File: src/rtl/i2c_reg_pkg.sv
package i2c_reg_pkg;
  typedef enum logic [2:0] {
    ST_IDLE,
    ST_ADDR,
    ST_SUB,
    ST_WDATA,
    ST_RDATA,
    ST_SKIP
  } slv_state_e;

  localparam int unsigned BYTE_W   = 8;
  localparam int unsigned CNT_W    = 4;
  localparam logic [3:0]  ACK_SLOT = 4'd8;
  localparam logic [3:0]  END_SLOT = 4'd9;
endpackage

File: src/rtl/i2c_line_sync.sv
module i2c_line_sync #(
  parameter int unsigned STAGES = 2
) (
  input  logic clk_i,
  input  logic rst_ni,
  input  logic line_i,
  output logic lvl_o,
  output logic rise_o,
  output logic fall_o
);
  logic [STAGES-1:0] sync_q;
  logic              prev_q;

  always_ff @(posedge clk_i or negedge rst_ni) begin
    if (!rst_ni) begin
      sync_q <= '1;
      prev_q <= 1'b1;
    end else begin
      sync_q <= {sync_q[STAGES-2:0], line_i};
      prev_q <= sync_q[STAGES-1];
    end
  end

  assign lvl_o  = sync_q[STAGES-1];
  assign rise_o = sync_q[STAGES-1] & ~prev_q;
  assign fall_o = ~sync_q[STAGES-1] & prev_q;
endmodule

File: src/rtl/i2c_reg_file.sv
module i2c_reg_file #(
  parameter int unsigned AW = 7,
  parameter int unsigned DW = 8
) (
  input  logic          clk_i,
  input  logic          rst_ni,
  input  logic          we_i,
  input  logic [AW-1:0] addr_i,
  input  logic [DW-1:0] wdata_i,
  output logic [DW-1:0] rdata_o
);
  localparam int unsigned DEPTH = 1 << AW;

  logic [DW-1:0] mem_q [DEPTH];

  for (genvar i = 0; i < DEPTH; i++) begin : g_entry
    always_ff @(posedge clk_i or negedge rst_ni) begin
      if (!rst_ni)                              mem_q[i] <= '0;
      else if (we_i && (addr_i == AW'(i)))      mem_q[i] <= wdata_i;
    end
  end

  assign rdata_o = mem_q[addr_i];
endmodule

File: src/rtl/i2c_slave_fsm.sv
module i2c_slave_fsm
  import i2c_reg_pkg::*;
#(
  parameter int unsigned AW      = 7,
  parameter logic [5:0]  DEV_HI  = 6'b001110
) (
  input  logic              clk_i,
  input  logic              rst_ni,
  input  logic              sda_lvl_i,
  input  logic              scl_rise_i,
  input  logic              scl_fall_i,
  input  logic              start_i,
  input  logic              stop_i,
  input  logic              addr_lsb_i,
  input  logic [BYTE_W-1:0] rdata_i,
  output logic              we_o,
  output logic [AW-1:0]     ptr_o,
  output logic [BYTE_W-1:0] wdata_o,
  output logic              sda_oe_o
);
  slv_state_e        state_q;
  logic [CNT_W-1:0]  cnt_q;
  logic [BYTE_W-1:0] shift_q;
  logic [AW-1:0]     ptr_q;
  logic              inc_q;
  logic              rw_q;
  logic              nack_q;
  logic              oe_q;
  logic              addr_hit;
  logic [AW-1:0]     ptr_step;

  assign addr_hit = (shift_q[7:1] == {DEV_HI, addr_lsb_i});
  assign ptr_step = ptr_q + AW'(inc_q);

  always_ff @(posedge clk_i or negedge rst_ni) begin
    if (!rst_ni) begin
      state_q <= ST_IDLE;
      cnt_q   <= '0;
      shift_q <= '0;
      ptr_q   <= '0;
      inc_q   <= 1'b0;
      rw_q    <= 1'b0;
      nack_q  <= 1'b0;
      oe_q    <= 1'b0;
    end else if (start_i) begin
      state_q <= ST_ADDR;
      cnt_q   <= '0;
      oe_q    <= 1'b0;
    end else if (stop_i) begin
      state_q <= ST_IDLE;
      cnt_q   <= '0;
      oe_q    <= 1'b0;
    end else begin
      unique case (state_q)
        ST_ADDR, ST_SUB, ST_WDATA: begin
          if (scl_rise_i) begin
            if (cnt_q < ACK_SLOT)  shift_q <= {shift_q[6:0], sda_lvl_i};
            if (cnt_q != END_SLOT) cnt_q   <= cnt_q + 1'b1;
          end
          if (scl_fall_i && cnt_q == ACK_SLOT) begin
            unique case (state_q)
              ST_ADDR: begin
                if (addr_hit) begin
                  oe_q <= 1'b1;
                  rw_q <= shift_q[0];
                end else begin
                  state_q <= ST_SKIP;
                end
              end
              ST_SUB: begin
                oe_q  <= 1'b1;
                ptr_q <= shift_q[AW-1:0];
                inc_q <= shift_q[7];
              end
              default: begin
                oe_q  <= 1'b1;
                ptr_q <= ptr_step;
              end
            endcase
          end
          if (scl_fall_i && cnt_q == END_SLOT) begin
            cnt_q <= '0;
            oe_q  <= 1'b0;
            unique case (state_q)
              ST_ADDR: begin
                if (rw_q) begin
                  state_q <= ST_RDATA;
                  shift_q <= rdata_i;
                  oe_q    <= ~rdata_i[7];
                  nack_q  <= 1'b0;
                end else begin
                  state_q <= ST_SUB;
                end
              end
              default: state_q <= ST_WDATA;
            endcase
          end
        end
        ST_RDATA: begin
          if (scl_rise_i) begin
            if (cnt_q == ACK_SLOT) begin
              if (sda_lvl_i) nack_q <= 1'b1;
              else           ptr_q  <= ptr_step;
            end
            if (cnt_q != END_SLOT) cnt_q <= cnt_q + 1'b1;
          end
          if (scl_fall_i) begin
            if (cnt_q != '0 && cnt_q < ACK_SLOT) begin
              shift_q <= {shift_q[6:0], 1'b1};
              oe_q    <= ~shift_q[6];
            end else if (cnt_q == ACK_SLOT) begin
              oe_q <= 1'b0;
            end else if (cnt_q == END_SLOT) begin
              cnt_q <= '0;
              if (nack_q) begin
                state_q <= ST_SKIP;
                oe_q    <= 1'b0;
              end else begin
                shift_q <= rdata_i;
                oe_q    <= ~rdata_i[7];
              end
            end
          end
        end
        default: oe_q <= 1'b0;
      endcase
    end
  end

  assign we_o     = !start_i && !stop_i && state_q == ST_WDATA
                    && scl_fall_i && cnt_q == ACK_SLOT;
  assign ptr_o    = ptr_q;
  assign wdata_o  = shift_q;
  assign sda_oe_o = oe_q;
endmodule

File: src/rtl/i2c_reg_slave.sv
module i2c_reg_slave
  import i2c_reg_pkg::*;
#(
  parameter int unsigned ADDR_W      = 7,
  parameter int unsigned SYNC_STAGES = 2,
  parameter logic [5:0]  DEV_HI      = 6'b001110
) (
  input  logic clk_i,
  input  logic rst_ni,
  input  logic scl_i,
  input  logic sda_i,
  input  logic addr_lsb_i,
  output logic sda_oe_o
);
  localparam int unsigned N_LINES = 2;

  logic [N_LINES-1:0] line_raw, line_lvl, line_rise, line_fall;
  logic               scl_lvl, scl_rise, scl_fall, sda_lvl;
  logic               start_det, stop_det;
  logic               we;
  logic [ADDR_W-1:0]  ptr;
  logic [BYTE_W-1:0]  wdata, rdata;

  assign line_raw = {sda_i, scl_i};

  for (genvar l = 0; l < N_LINES; l++) begin : g_sync
    i2c_line_sync #(.STAGES(SYNC_STAGES)) u_sync (
      .clk_i  (clk_i),
      .rst_ni (rst_ni),
      .line_i (line_raw[l]),
      .lvl_o  (line_lvl[l]),
      .rise_o (line_rise[l]),
      .fall_o (line_fall[l])
    );
  end

  assign scl_lvl   = line_lvl[0];
  assign scl_rise  = line_rise[0];
  assign scl_fall  = line_fall[0];
  assign sda_lvl   = line_lvl[1];
  assign start_det = line_fall[1] & scl_lvl;
  assign stop_det  = line_rise[1] & scl_lvl;

  i2c_slave_fsm #(.AW(ADDR_W), .DEV_HI(DEV_HI)) u_fsm (
    .clk_i      (clk_i),
    .rst_ni     (rst_ni),
    .sda_lvl_i  (sda_lvl),
    .scl_rise_i (scl_rise),
    .scl_fall_i (scl_fall),
    .start_i    (start_det),
    .stop_i     (stop_det),
    .addr_lsb_i (addr_lsb_i),
    .rdata_i    (rdata),
    .we_o       (we),
    .ptr_o      (ptr),
    .wdata_o    (wdata),
    .sda_oe_o   (sda_oe_o)
  );

  i2c_reg_file #(.AW(ADDR_W), .DW(BYTE_W)) u_regs (
    .clk_i   (clk_i),
    .rst_ni  (rst_ni),
    .we_i    (we),
    .addr_i  (ptr),
    .wdata_i (wdata),
    .rdata_o (rdata)
  );
endmodule

File: config.mk
export PLATFORM = sky130hd
export DESIGN_NAME = i2c_reg_slave
export DESIGN_NICKNAME = d
export VERILOG_FILES = /design/src/rtl/i2c_reg_pkg.sv /design/src/rtl/i2c_line_sync.sv /design/src/rtl/i2c_reg_file.sv /design/src/rtl/i2c_slave_fsm.sv /design/src/rtl/i2c_reg_slave.sv
export SDC_FILE = /design/constraint.sdc
export NUM_CORES = 2
export LEC_CHECK = 0
export BUFFER_PORTS_ARGS = -buffer_cell sky130_fd_sc_hd__buf_2
export CORE_MARGIN = 5
export CORE_UTILIZATION = 55
export CTS_CLUSTER_SIZE = 14
export DETAILED_ROUTE_END_ITERATION = 10
export GPL_ROUTABILITY_DRIVEN = 1
export HOLD_SLACK_MARGIN = 0.15
export MAX_ROUTING_LAYER = met4
export PLACE_DENSITY = 0.68
export SYNTH_ARGS = -nofsm -noshare
export SYNTH_HDL_FRONTEND = slang
export SYNTH_SLANG_ARGS = --single-unit
File: constraint.sdc
create_clock -name clk_i -period 3.1 [get_ports clk_i]
set_input_delay 0.155 -clock clk_i [delete_from_list [all_inputs] [get_ports clk_i]]
set_output_delay 0.155 -clock clk_i [all_outputs]
set_load 0.05 [all_outputs]
Word-level counts from Yosys, hierarchy flattened
Index checks and enable logic that the tools add are counted.

$add $sub $neg: 2. $lt $le $gt $ge: 2. Equality and inequality tests: 158. Multiplexer cells: 65. Bitwise gates (word level): 15. Reductions and logical operators: 149.

Operators with widths (number): $eq 7x7->1 const B (64); $eq 7x6->1 const B (32); $logic_and 1x1->1 (135); $eq 7x5->1 const B (16); $mux 8 (12); $bmux 8 s7 (1); $eq 7x4->1 const B (8); $mux 3 (13); $mux 4 (9); $eq 7x3->1 const B (4); $mux 7 (4); $pmux 7 s2 (2); $mux 1 (19); $reduce_and 9->1 (2); $pmux 8 s2 (1); $eq 7x2->1 const B (2); $ne 2x1->1 const B (6); $ne 4x1->1 const B (3); $ne 5x1->1 const B (2); $eq 4x4->1 const B (2); $ge 8x8->1 const B (1); $ne 2x2->1 const B (4); $ne 4x2->1 const B (2); $not 1->1 (8); 30 further kinds (39).

Flip-flop bits (word level): 1056. Bits of input ports: 5. Output and inout bits: 1. Word-level logic and storage cells: 531.

Longest topological paths before layout
Depth after elaboration: 13. Gate-level depth with buffers: 11. Depth with buffers taken out: 8.

Cells and area by module
Synthesis repeated with hierarchy kept, for this count alone.

Cells, all modules: 3337. Area, all modules: 49407.4 um^2.

By module, submodules not included: i2c_reg_file (times used 1, cells each 3113, area each 47400.5 um^2); i2c_slave_fsm (times used 1, cells each 212, area each 1806.7 um^2); i2c_line_sync (times used 2, cells each 5, area each 93.8 um^2); i2c_reg_slave (times used 1, cells each 2, area each 12.5 um^2).

Least setup slack after synthesis
Ideal clock, no wire load.

Path type: register to register. Start point: reg u_fsm.cnt_q[0]. End point: reg u_regs.mem_q[624] (netlist bit). Arrival time: 2.359 ns. Slack: 0.616 ns. Cell stages (with the launch flop): 11. Buffers on the path: 2. Path through: dfrtp_1 -> inv_1 -> ha_1 -> and3b_1 -> buf_2 -> nand4_1 -> nor3_1 -> nand2b_1 -> buf_4 -> nor3_4 -> mux2_2.

Word-level cells in the longest chain between the ends: 3.

Ends and longest elaborated chain: start: declaration (RTL line i2c_slave_fsm.sv:22) `logic [CNT_W-1:0] cnt_q;`; start signal: assignment (RTL line i2c_slave_fsm.sv:58) `if (cnt_q != END_SLOT) cnt_q <= cnt_q + 1'b1;`; start signal: assignment (RTL line i2c_slave_fsm.sv:105) `if (cnt_q != END_SLOT) cnt_q <= cnt_q + 1'b1;`; $eq 4x4->1 (RTL line i2c_slave_fsm.sv:131) `&& scl_fall_i && cnt_q == ACK_SLOT;`; $logic_and 1x1->1 (RTL line i2c_slave_fsm.sv:131); $logic_and 1x1->1 (RTL line i2c_reg_file.sv:19) `else if (we_i && (addr_i == AW'(i))) mem_q[i] <= wdata_i;`; end signal: indexed assignment (RTL line i2c_reg_file.sv:19); end: declaration (RTL line i2c_reg_file.sv:14) `logic [DW-1:0] mem_q [DEPTH];`.

No other way between the ends. A chain may end at the register's enable or synchronous reset.

Worst setup path after layout
Start point: reg u_fsm.ptr_q[0] (netlist: u_fsm.ptr_o[0]). End point: reg u_fsm.shift_q[4] (netlist: u_fsm.wdata_o[4]).

Word-level cells in the longest chain between the ends: 10. Elaborated cells on any way between the ends: 13.

Ends and longest elaborated chain: start: declaration (RTL line i2c_slave_fsm.sv:24) `logic [AW-1:0] ptr_q;`; start signal: assignment (RTL line i2c_slave_fsm.sv:72) `ptr_q <= shift_q[AW-1:0];`; start signal: assignment (RTL line i2c_slave_fsm.sv:77) `ptr_q <= ptr_step;`; start signal: assignment (RTL line i2c_slave_fsm.sv:103) `else ptr_q <= ptr_step;`; $not 7->8 (implied by the code) (*) (RTL line i2c_reg_file.sv:23) `assign rdata_o = mem_q[addr_i];`; $bmux 8 s7 (*) (RTL line i2c_reg_file.sv:23); $mux 8 (implied by the code) (*) (2 in a row) (RTL line i2c_reg_file.sv:23); $mux 8 (RTL line i2c_slave_fsm.sv:115) `if (nack_q) begin`; $mux 8 (RTL line i2c_slave_fsm.sv:113) `end else if (cnt_q == END_SLOT) begin`; $mux 8 (RTL line i2c_slave_fsm.sv:111) `end else if (cnt_q == ACK_SLOT) begin`; $mux 8 (RTL line i2c_slave_fsm.sv:108) `if (cnt_q != '0 && cnt_q < ACK_SLOT) begin`; $mux 8 (RTL line i2c_slave_fsm.sv:107) `if (scl_fall_i) begin`; $pmux 8 s2 (*) (RTL line i2c_slave_fsm.sv:54) `unique case (state_q)`; end signal: assignment (RTL line i2c_slave_fsm.sv:57) `if (cnt_q < ACK_SLOT) shift_q <= {shift_q[6:0], sda_lvl_i};`; end signal: assignment (RTL line i2c_slave_fsm.sv:109) `shift_q <= {shift_q[6:0], 1'b1};`; end signal: assignment (RTL line i2c_slave_fsm.sv:119) `shift_q <= rdata_i;`; end: declaration (RTL line i2c_slave_fsm.sv:23) `logic [BYTE_W-1:0] shift_q;`.

Every way passes the cells marked *; elsewhere a longest branch is shown, timed or not. The select of a mux whose other input is x is not followed.

==> results.yml <==
outcome:
  status: "finished with violations"
  violations: "setup timing"
worst_setup_path:
  crit_arrival_ns: 3.67
  critPathRequiredTime_ns: 3.64
  max_stage_delay_ns: 0.59
  crit_slowest_cell: "mux4_2"
  cp-end-kind: "register"
  critPathLaunch: "u_fsm.ptr_o[0]$_DFFE_PN0P_"
  path_class: "register to register"
  cpMostUsedCell: "mux4_2"
  crit_fanout: 20
  worstPathCellList: "buf_12 -> buf_16 -> mux4_2 -> mux4_2 -> mux2_2 -> o211ai_1 -> nand3_1"
  path_buf_inv: 2
  crit_family: "multiplexers"
  r2r_start: "u_fsm.ptr_o[0]$_DFFE_PN0P_"
  start_kind: "register"
cts:
  cts-root-buf: "clkbuf_16"
  numCtsBuffers: 112
  cts_sinks: 1056
  cts_max_level: 3
  cts_tree: "built"
  clockBufferDepth: 3
  path_clk_slew_ns: 0.06
  clock_latency_ns: 0.69
detailed_routing:
  detail-route-antenna-nets: 0
  routed_via_density: 6.39
  drc: 0
  drtIter0Drc: 2502
  wl_um: 126000
  wl_per_cell_um: 28.3
  first_pass_iters: 5
  vias: 28400
power_and_ir_drop:
  p_leak_nw: 26.7
  p_sw_w: 0.00806
  sw_frac_of_total_pct: 25.7
  power_frac_clock_pct: 43.4
  pwr-share-seq_pct: 44.7
  peakVddDrop_mv: 0.525
  power_density_nw_per_um2: 569
  pwr-share-comb_pct: 12.0
  p_int_w: 0.0234
  total_power_w: 0.0314
yosys:
  synth_edf_count: 0
  ys.flop_type: "dfrtp_1"
  synthCells: 3105
  yosys_warnings: 0
  synthArstFlopShare_pct: 100
  ys_seq_area_share_pct: 53.9
  yosysUniqueCellTypes: 65
  syn_nets: 3115
  syn_area_um2: 49000
  postSynthAreaPerCell_um2: 15.8
  ys_ff_latch: 1056
die:
  initial_core_util_pct: 55.5
  die_y_um: 309
  die_w_um: 309
  num_rows: 109
  core-area_um2: 88400
  ioPinCount: 6
  die_area_um2: 95200
min_path:
  min_path_type: "primary input to async pin"
sta:
  setup_viol: 1
  fin_ws_ns: -0.0328
  fin_crit_ns: 3.13
  holdWs_ns: 0.333
  rsz0062_at_grt: "false"
  slew_violations: 0
  hold_viol_final: 0
  worst_pin_slew_ns: 1.36
  fmax_ghz: 0.319
  period_share_pct: 101
  relSlewSlack_pct: 8.83
  fin_tns_setup_ns: -0.0328
  clock_skew_ns: 0.0237
place:
  dp_hpwl_um: 80600
  gp_congestion: 0.946
  port_buffers: 5
  pre_cts_slack_ns: -0.118
grt:
  grt_max_degree: 134
  gr-total-overflow: 0
  grt_pass1_vias: 30800
  antenna_found_initial: 1
  grt_pass1_wl_um: 197000
  grt_usage_pct: 27.9
final_layout:
  drive_gt1_share_pct: 56.7
  nets: 3193
  antennaDiodeCount: 0
  fin_util_pct: 62.5
  syn_to_final_growth_pct: 12.7
run:
  drv_cap: 0
## layout make-up
type,count,area (um2)
clock buffer,170,3400
clock inverter,41,404
fill,6380,33100
inverter,8,30.0
multi-input combinational,1814,21500
sequential,1056,26500
tap,1165,1460
timing repair buffer,191,1950
## cells in the final DEF (no fill, tap or decap), drive strengths merged, types with 26 or more instances in the layout
cell type and instances:
mux2i 43, buf 185, clkbuf 170, a21oi 30
mux2 1045, dfrtp 1050, mux4 292, clkinv 26
nor2 70, nand2 137
## final timing paths
path / slack (ns) / depth (start not counted) / endpoint
hold reg to reg: 0.36 / 0 / g_sync[0].u_sync.sync_q[1]$_DFF_PN1_
hold / removal: 0.33 / 3 / u_regs.mem_q[829]$_DFFE_PN0P_
min in group clk_i: 0.36 / 0 / g_sync[0].u_sync.sync_q[1]$_DFF_PN1_
setup reg to reg: -0.03 / 7 / u_fsm.wdata_o[4]$_DFFE_PN0P_
setup / recovery: -0.03 / 7 / u_fsm.wdata_o[4]$_DFFE_PN0P_
max in group asynchronous: 2.08 / 3 / u_regs.mem_q[964]$_DFFE_PN0P_
## cell families (layout without fill, tap and decap cells)
group | Yosys count | count (layout) | share of synthesized area (%)
AO/OA/AOI/OAI | 130 | 130 | 1.82
XOR/XNOR | 4 | 4 | 0.0715
adder cells (fa/ha/maj) | 5 | 5 | 0.128
buffers and inverters | 235 | 410 | 2.23
flip-flops | 1056 | 1056 | 53.9
multiplexers | 1380 | 1380 | 38.3
AND/OR/NAND/NOR | 295 | 295 | 3.52
## worst min-delay path: stages
cell and delay, ns:
dlygate4sd3_1 0.56, buf_8 0.37, buf_12 0.29
## registers in the layout (all words and copies together) (netlist names)
| register | count |
|---|---|
| u_fsm.rw_q | 1 |
| u_fsm.cnt_q | 4 |
| u_fsm.sda_oe_o | 1 |
| u_fsm.wdata_o | 8 |
| u_fsm.inc_q | 1 |
| u_fsm.state_q | 3 |
| g_sync.u_sync.sync_q | 4 |
| u_fsm.ptr_o | 7 |
| u_regs.mem_q | 1024 |
| g_sync.u_sync.prev_q | 2 |
| u_fsm.nack_q | 1 |
## routing by layer
| layer | share of wire, % | track usage (%) |
|---|---|---|
| met1 | 43 | 38.9 |
| met3 | 5.6 | 4.85 |
| met2 | 48 | 43.1 |
| met4 | 3.4 | 8.18 |
| met5 | 0 | - |
## what timing repair did
action / in CTS / in global routing
endpoints found under the hold margin: 369 / 0
pin swaps: 1 / 4
buffers inserted: 2 / 1
endpoints found under the setup margin: 12 / 110
hold buffers: 7 / 0
gates resized for setup: 2 / 3
## through the flow
stage	area [um2]	cells
final	55200	4445
after global routing	55200	4445
after CTS	55200	4444
after detailed placement	51300	4224
after global placement	51300	4224
after floorplan	49000	3105
## synthesized netlist by cell type, drive strengths merged (5+ instances only)
| cell | n | share of area [%] |
|---|---|---|
| mux2i | 43 | 0.88 |
| nand2b | 18 | 0.23 |
| o211ai | 10 | 0.15 |
| nand3 | 14 | 0.15 |
| nand2 | 137 | 1.5 |
| nor2b | 9 | 0.11 |
| ha | 5 | 0.13 |
| mux2 | 1045 | 24 |
| a22o | 6 | 0.11 |
| dfrtp | 1050 | 54 |
| inv | 8 | 0.061 |
| a21oi | 30 | 0.31 |
| nor3 | 16 | 0.29 |
| a21o | 7 | 0.11 |
| mux4 | 292 | 13 |
| dfstp | 6 | 0.32 |
| o22ai | 10 | 0.13 |
| nor2 | 70 | 0.73 |
| clkbuf | 147 | 1.1 |
| buf | 80 | 1.0 |
| a22oi | 20 | 0.31 |
| nand4 | 7 | 0.089 |
| o21ai | 16 | 0.16 |
## power groups by stage
| stage | clock, W | combinational (W) | sequential (W) |
|---|---|---|---|
| floorplan | 0 | 0.00257 | 0.0141 |
| finish | 0.0136 | 0.00376 | 0.0140 |
| global route | 0.0145 | 0.00405 | 0.0140 |
| detailed placement | 0 | 0.00372 | 0.0143 |
| global placement | 0 | 0.00366 | 0.0143 |
| CTS | 0.0139 | 0.00381 | 0.0140 |
(Power assumes the default switching activity.)
